File: src/rtl/sc_core_pkg.sv
package sc_core_pkg;

  localparam int unsigned INSN_W = 32;
  localparam int unsigned IMM_W  = 16;
  localparam int unsigned RIDX_W = 5;

  // ALU operation select; the encoding matters to any external ALU driver
  typedef enum logic [2:0] {
    ALU_AND = 3'b000,
    ALU_OR  = 3'b001,
    ALU_ADD = 3'b010,
    ALU_SUB = 3'b110,
    ALU_SLT = 3'b111
  } alu_op_e;

  localparam logic [5:0] OPC_REG   = 6'b000000;
  localparam logic [5:0] OPC_ORIMM = 6'b001101;
  localparam logic [5:0] OPC_LOAD  = 6'b100011;
  localparam logic [5:0] OPC_STORE = 6'b101011;
  localparam logic [5:0] OPC_BREQ  = 6'b000100;
  localparam logic [5:0] FN_ADDU   = 6'b100001;
  localparam logic [5:0] FN_SUBU   = 6'b100011;

  typedef struct packed {
    logic    reg_we;
    logic    dst_is_rd;
    logic    b_from_imm;
    logic    imm_zero_ext;
    logic    mem_we;
    logic    load_to_reg;
    logic    is_branch;
    alu_op_e alu_op;
  } ctrl_t;

endpackage

File: src/rtl/sc_core_decode.sv
module sc_core_decode
  import sc_core_pkg::*;
(
  input  logic [5:0] opcode,
  input  logic [5:0] funct,
  output ctrl_t      ctrl
);

  always_comb begin
    ctrl = '{reg_we: 1'b0, dst_is_rd: 1'b0, b_from_imm: 1'b0,
             imm_zero_ext: 1'b0, mem_we: 1'b0, load_to_reg: 1'b0,
             is_branch: 1'b0, alu_op: ALU_ADD};
    unique case (opcode)
      OPC_REG: begin
        ctrl.dst_is_rd = 1'b1;
        if (funct == FN_ADDU) begin
          ctrl.reg_we = 1'b1;
          ctrl.alu_op = ALU_ADD;
        end else if (funct == FN_SUBU) begin
          ctrl.reg_we = 1'b1;
          ctrl.alu_op = ALU_SUB;
        end
      end
      OPC_ORIMM: begin
        ctrl.reg_we       = 1'b1;
        ctrl.b_from_imm   = 1'b1;
        ctrl.imm_zero_ext = 1'b1;
        ctrl.alu_op       = ALU_OR;
      end
      OPC_LOAD: begin
        ctrl.reg_we      = 1'b1;
        ctrl.b_from_imm  = 1'b1;
        ctrl.load_to_reg = 1'b1;
        ctrl.alu_op      = ALU_ADD;
      end
      OPC_STORE: begin
        ctrl.mem_we     = 1'b1;
        ctrl.b_from_imm = 1'b1;
        ctrl.alu_op     = ALU_ADD;
      end
      OPC_BREQ: begin
        ctrl.is_branch = 1'b1;
        ctrl.alu_op    = ALU_SUB;
      end
      default: ;
    endcase
  end

endmodule

File: src/rtl/sc_core_regfile.sv
module sc_core_regfile #(
  parameter int unsigned DATA_W = 32,
  parameter int unsigned NREGS  = 32,
  localparam int unsigned IDX_W = $clog2(NREGS)
) (
  input  logic              clk,
  input  logic [IDX_W-1:0]  raddr_a,
  input  logic [IDX_W-1:0]  raddr_b,
  output logic [DATA_W-1:0] rdata_a,
  output logic [DATA_W-1:0] rdata_b,
  input  logic              we,
  input  logic [IDX_W-1:0]  waddr,
  input  logic [DATA_W-1:0] wdata
);

  // Entry 0 is never stored; it is tied to zero on both read paths.
  logic [DATA_W-1:0] regs [1:NREGS-1];

  for (genvar g = 1; g < NREGS; g++) begin : g_entry
    always_ff @(posedge clk) begin
      if (we && waddr == IDX_W'(g)) regs[g] <= wdata;
    end
  end

  always_comb rdata_a = (raddr_a == '0) ? '0 : regs[raddr_a];
  always_comb rdata_b = (raddr_b == '0) ? '0 : regs[raddr_b];

endmodule

File: src/rtl/sc_core_alu.sv
module sc_core_alu
  import sc_core_pkg::*;
#(
  parameter int unsigned W = 32
) (
  input  logic [W-1:0] a,
  input  logic [W-1:0] b,
  input  alu_op_e      op,
  output logic [W-1:0] y,
  output logic         zero
);

  logic [W-1:0] diff;

  always_comb begin
    diff = a - b;
    unique case (op)
      ALU_AND: y = a & b;
      ALU_OR:  y = a | b;
      ALU_ADD: y = a + b;
      ALU_SUB: y = diff;
      // signed compare: on differing signs the negative operand is smaller
      ALU_SLT: y = W'((a[W-1] ^ b[W-1]) ? a[W-1] : diff[W-1]);
      default: y = '0;
    endcase
  end

  assign zero = (y == '0);

endmodule

File: src/rtl/sc_core_nextpc.sv
module sc_core_nextpc #(
  parameter int unsigned W     = 32,
  parameter int unsigned IMM_W = 16
) (
  input  logic [W-1:0]     pc,
  input  logic [IMM_W-1:0] offset,
  input  logic             take,
  output logic [W-1:0]     pc_next
);

  logic [W-1:0] pc_inc;
  logic [W-1:0] disp;
  logic [W-1:0] target;

  always_comb begin
    pc_inc  = pc + W'(4);
    disp    = {{(W-IMM_W-2){offset[IMM_W-1]}}, offset, 2'b00};
    target  = pc_inc + disp;
    pc_next = take ? target : pc_inc;
  end

endmodule

File: src/rtl/sc_core.sv
module sc_core
  import sc_core_pkg::*;
#(
  parameter int unsigned XLEN  = 32,
  parameter int unsigned NREGS = 32
) (
  input  logic            clk,
  input  logic            rst,
  output logic [XLEN-1:0] imem_addr,
  input  logic [XLEN-1:0] imem_rdata,
  output logic [XLEN-1:0] dmem_addr,
  output logic [XLEN-1:0] dmem_wdata,
  output logic            dmem_we,
  input  logic [XLEN-1:0] dmem_rdata
);

  localparam int unsigned IDX_W = $clog2(NREGS);

  logic [XLEN-1:0]   pc_q;
  logic [XLEN-1:0]   pc_next;
  ctrl_t             ctrl;
  logic [5:0]        f_op;
  logic [5:0]        f_fn;
  logic [IDX_W-1:0]  f_rs;
  logic [IDX_W-1:0]  f_rt;
  logic [IDX_W-1:0]  f_rd;
  logic [IMM_W-1:0]  f_imm;
  logic [XLEN-1:0]   imm_ext;
  logic [XLEN-1:0]   rf_rdata_a;
  logic [XLEN-1:0]   rf_rdata_b;
  logic [IDX_W-1:0]  rf_raddr_a;
  logic              rf_we;
  logic [IDX_W-1:0]  rf_waddr;
  logic [XLEN-1:0]   rf_wdata;
  logic [XLEN-1:0]   alu_b;
  logic [XLEN-1:0]   alu_y;
  logic              alu_zero;

  assign f_op  = imem_rdata[31:26];
  assign f_rs  = IDX_W'(imem_rdata[25:21]);
  assign f_rt  = IDX_W'(imem_rdata[20:16]);
  assign f_rd  = IDX_W'(imem_rdata[15:11]);
  assign f_fn  = imem_rdata[5:0];
  assign f_imm = imem_rdata[IMM_W-1:0];

  sc_core_decode u_dec (
    .opcode (f_op),
    .funct  (f_fn),
    .ctrl   (ctrl)
  );

  assign imm_ext = ctrl.imm_zero_ext ? {{(XLEN-IMM_W){1'b0}}, f_imm}
                                     : {{(XLEN-IMM_W){f_imm[IMM_W-1]}}, f_imm};

  assign rf_raddr_a = f_rs;
  assign rf_we      = ctrl.reg_we & ~rst;
  assign rf_waddr   = ctrl.dst_is_rd ? f_rd : f_rt;
  assign rf_wdata   = ctrl.load_to_reg ? dmem_rdata : alu_y;

  sc_core_regfile #(.DATA_W(XLEN), .NREGS(NREGS)) u_rf (
    .clk     (clk),
    .raddr_a (rf_raddr_a),
    .raddr_b (f_rt),
    .rdata_a (rf_rdata_a),
    .rdata_b (rf_rdata_b),
    .we      (rf_we),
    .waddr   (rf_waddr),
    .wdata   (rf_wdata)
  );

  assign alu_b = ctrl.b_from_imm ? imm_ext : rf_rdata_b;

  sc_core_alu #(.W(XLEN)) u_alu (
    .a    (rf_rdata_a),
    .b    (alu_b),
    .op   (ctrl.alu_op),
    .y    (alu_y),
    .zero (alu_zero)
  );

  sc_core_nextpc #(.W(XLEN), .IMM_W(IMM_W)) u_npc (
    .pc      (pc_q),
    .offset  (f_imm),
    .take    (ctrl.is_branch & alu_zero),
    .pc_next (pc_next)
  );

  always_ff @(posedge clk) begin
    if (rst) pc_q <= '0;
    else     pc_q <= pc_next;
  end

  assign imem_addr  = pc_q;
  assign dmem_addr  = alu_y;
  assign dmem_wdata = rf_rdata_b;
  assign dmem_we    = ctrl.mem_we & ~rst;

endmodule

File: config.mk
export PLATFORM = sky130hd
export DESIGN_NAME = sc_core
export DESIGN_NICKNAME = d
export VERILOG_FILES = /design/src/rtl/sc_core_pkg.sv /design/src/rtl/sc_core_decode.sv /design/src/rtl/sc_core_regfile.sv /design/src/rtl/sc_core_alu.sv /design/src/rtl/sc_core_nextpc.sv /design/src/rtl/sc_core.sv
export SDC_FILE = /design/constraint.sdc
export NUM_CORES = 2
export LEC_CHECK = 0
export BUFFER_PORTS_ARGS = -buffer_cell sky130_fd_sc_hd__buf_2
export CAP_MARGIN = 20
export CORE_MARGIN = 1.5
export CORE_UTILIZATION = 45
export DETAILED_ROUTE_END_ITERATION = 10
export GPL_ROUTABILITY_DRIVEN = 0
export MAX_ROUTING_LAYER = met4
export SLEW_MARGIN = 0
export SYNTH_ARGS = -nofsm -noshare
export SYNTH_HDL_FRONTEND = slang
export SYNTH_SLANG_ARGS = --single-unit
File: constraint.sdc
create_clock -name clk -period 8.25 [get_ports clk]
set_clock_uncertainty 0.1 [all_clocks]
set_input_delay 0.825 -clock clk [delete_from_list [all_inputs] [get_ports clk]]
set_output_delay 0.825 -clock clk [all_outputs]
set_load 0.03 [all_outputs]
==> summary.md <==
| Metric | Value |
|---|---|
| Die height | `351 microns` |
| Worst path slowest cell | `fa_1` |
| Share of layout cells above drive strength 1 | `0.294` |
| Worst slew margin | `0.208` |
| Worst Slack Setup Final | `335 ps` |
| CP Data Required Time | `7320 ps` |
| Tmin final | `7920 ps` |
| Drt pass-1 iters | `8` |
| Yosys reg bits | `1022` |
| Top_reg_cell synth | `edfxtp_1` |
| CP Capture Type | `output port` |
| Total grt overflow | `0` |
| Lkg Pwr | `21.6 nW` |
| Area delta synth->final | `14.0%` |
| Slowest Stage Delay on Critical Path | `530 ps` |
| Sink Count | `1022` |
| Most used cell, CP | `a21oi_1` |
| WS Path Type | `in -> out` |
| Post-Syn Area per Cell | `15.0 sq um` |
| Drt via density | `6.64` |
| Pre-CTS WS | `155 ps` |
| Power Dens Cells | `227 nW/um^2` |
| Die area | `123000 sq um` |
| Largest net degree at the start of global routing | `76` |
| HPWL after detailed placement | `113 mm` |
| Number of flops mapped to enable cells by yosys | `992` |
| Fmax | `126 MHz` |
| Status | `complete, no violations` |
| Max FO, Critical Path | `46` |
| CTS tree | `yes` |
| Clock root cell | `clkbuf_16` |
| Max cap viols | `0` |
| CTS clk-pin slew, worst paths | `60 ps` |
| Gates resized, CTS repair | `0` |
| Post-synth cell types | `84` |
| Setup TNS | `0 ps` |
| Row Count | `127` |
| Fillers | `9859` |
| Final Hold Fails | `0` |
| Drc violations | `0` |
| Max Slew Vio Count | `0` |
| Max IR drop VDD | `0.217 mV` |
| Number of nets with antenna violations after routing | `0` |
| Horiz. Die Dim | `351 microns` |
| Cells after Synth | `3626` |
| Vias | `37000` |
| Crit path DAT | `6990 ps` |
| Crit start category | `primary input` |
| Final setup viols | `0` |
| Core Area | `120000 sq um` |
| Vias in the first global route | `35800` |
| Worst min path class | `in -> reg` |
| Synthesized cell area | `54400 sq um` |
| TritonCTS Buffers | `106` |
| Initial Util | `0.454` |
| CP Cell Sequence | `buf_8, buf_4, mux4_2, mux4_2, mux2i_1, nor3_1, a21oi_1, ha_1, inv_1, o31ai_1, a21oi_1, or2_1, a2111o_1, a31oi_1, o41ai_1, a21o_1, a21o_1, fa_1, a21oi_1, o31ai_1, buf_4, buf_2` |
| First-pass GRT wire length | `257 mm` |
| Hold_buf cts | `0` |
| Gr usage total | `0.303` |
| Area of the multi-input gates | `22900 sq um` |
| Drt total wl | `182 mm` |
| Actual slew at the worst max-slew pin | `1180 ps` |
| Seq/Total Area, Yosys | `0.559` |
| RSZ-0062 raised after global routing | `no` |
| Initial DRC Count | `4799` |
| Tcrit/Tclk final | `0.959` |
| Setup repair bufs after CTS | `0` |
| Asr flop ratio synth | `0` |
| H-tree lvl count | `3` |
| Avg WL per Cell | `32.6 microns` |
| Clock Tree Buf Depth | `3` |
| Initial antenna violation count | `2` |
| I/O pin cnt | `163` |
| Reg area | `30400 sq um` |
| # nets final | `4063` |
| Yosys warning total | `0` |
| Worst skew pair latency | `740 ps` |
| IO Port Bufs | `160` |
## final cells by class
type / instances / area share
clock buffer: 127 / 0.0440
antenna: 2 / 0.0000807
sequential: 1022 / 0.490
tap: 1612 / 0.0325
inverter: 121 / 0.00736
multi-input combinational: 2233 / 0.370
timing repair buffer: 385 / 0.0458
clock inverter: 65 / 0.0105
## logic make-up after synthesis
logic type      after synthesis  share of synthesized area
compound gates              646                     0.0809
flops                      1022                      0.559
fa+ha+maj                   128                     0.0300
other cells                   1                  0.0000689
mux                         704                      0.238
xor+xnor                     57                    0.00918
simple gates                696                     0.0572
buf+inv                     372                     0.0264
## cell usage after synthesis, drive strengths merged, types with 22 or more instances
cell type	number	area share
nor3	34	0.0031
mux2	75	0.016
nand2	201	0.014
inv	121	0.0083
nor2	294	0.020
a211oi	48	0.0066
a31oi	23	0.0026
clkbuf	183	0.013
a21oi	174	0.016
a311oi	22	0.0035
mux2i	166	0.031
dfxtp	30	0.011
o21ai	112	0.011
o221ai	42	0.0068
a221o	26	0.0048
mux4	463	0.19
a21o	31	0.0043
buf	68	0.0054
ha	124	0.029
xnor2	37	0.0060
o22ai	22	0.0025
a221oi	40	0.0064
edfxtp	992	0.55
and2	22	0.0025
nand3	32	0.0029
## flip-flops by register name (all words and copies together), names as in the netlist
name,flops
imem_addr,30
u_rf.regs,992
## worst paths after layout
kind                                  startpoint  slack (ps)          endpoint  cells after the start
worst max register to register  u_rf.regs[25][5]        1300      imem_addr[4]                     19
worst min-delay path              dmem_rdata[25]         450  u_rf.regs[9][25]                      3
worst max-delay path              imem_rdata[16]         330     dmem_addr[31]                     22
worst min register to register      imem_addr[2]         530      imem_addr[2]                      2
## per-stage QoR
step | power [W] | cells | util | hold WS, ps | instance area [sq um]
2_1_floorplan | 0.00819 | 3627 | - | 598 | 54400
3_3_place_gp | 0.00932 | 5367 | 0.488 | 505 | 58500
3_5_place_dp | 0.00935 | 5369 | 0.488 | 518 | 58600
4_1_cts | 0.0141 | 5561 | 0.516 | 491 | 62000
5_1_grt | 0.0145 | 5567 | 0.517 | 447 | 62000
6_report | 0.0141 | 5567 | 0.517 | 452 | 62000
## power by group
group          switching (W)  internal, W
clock                0.00207      0.00268
combinational        0.00207     0.000963
sequential        0.00000296      0.00631
## critical path, delay by kind of cell
family / cells / cell delay (ps)
mux: 3 / 1310
buf+inv: 5 / 1300
compound gates: 10 / 2190
simple gates: 2 / 390
fa+ha+maj: 2 / 880
## placed cells by master (no fill, tap or decap), drive strengths merged, types with 12 or more instances in the layout
master  instances
inv           127
mux4          463
edfxtp        992
or2            13
nor4           12
mux2i         166
mux2           75
a211oi         48
nand2b         15
a21oi         174
nor3           34
buf           385
o221ai         42
a21o           31
clkbuf        127
a221o          26
a221oi         40
nand2         201
nor2b          13
nor2          294
o21bai         13
o22ai          22
a31oi          23
nand3          32
o211ai         12
clkinv         43
xnor2          37
xor2           20
o21ai         112
dfxtp          30
and2           22
a311oi         22
ha            124
## routing by layer
layer	part of all wire	global-route usage
met2	0.47	0.473
met4	0.034	0.103
met5	0	-
met3	0.11	0.0572
met1	0.38	0.401
Power figures use the tool's default switching activity.
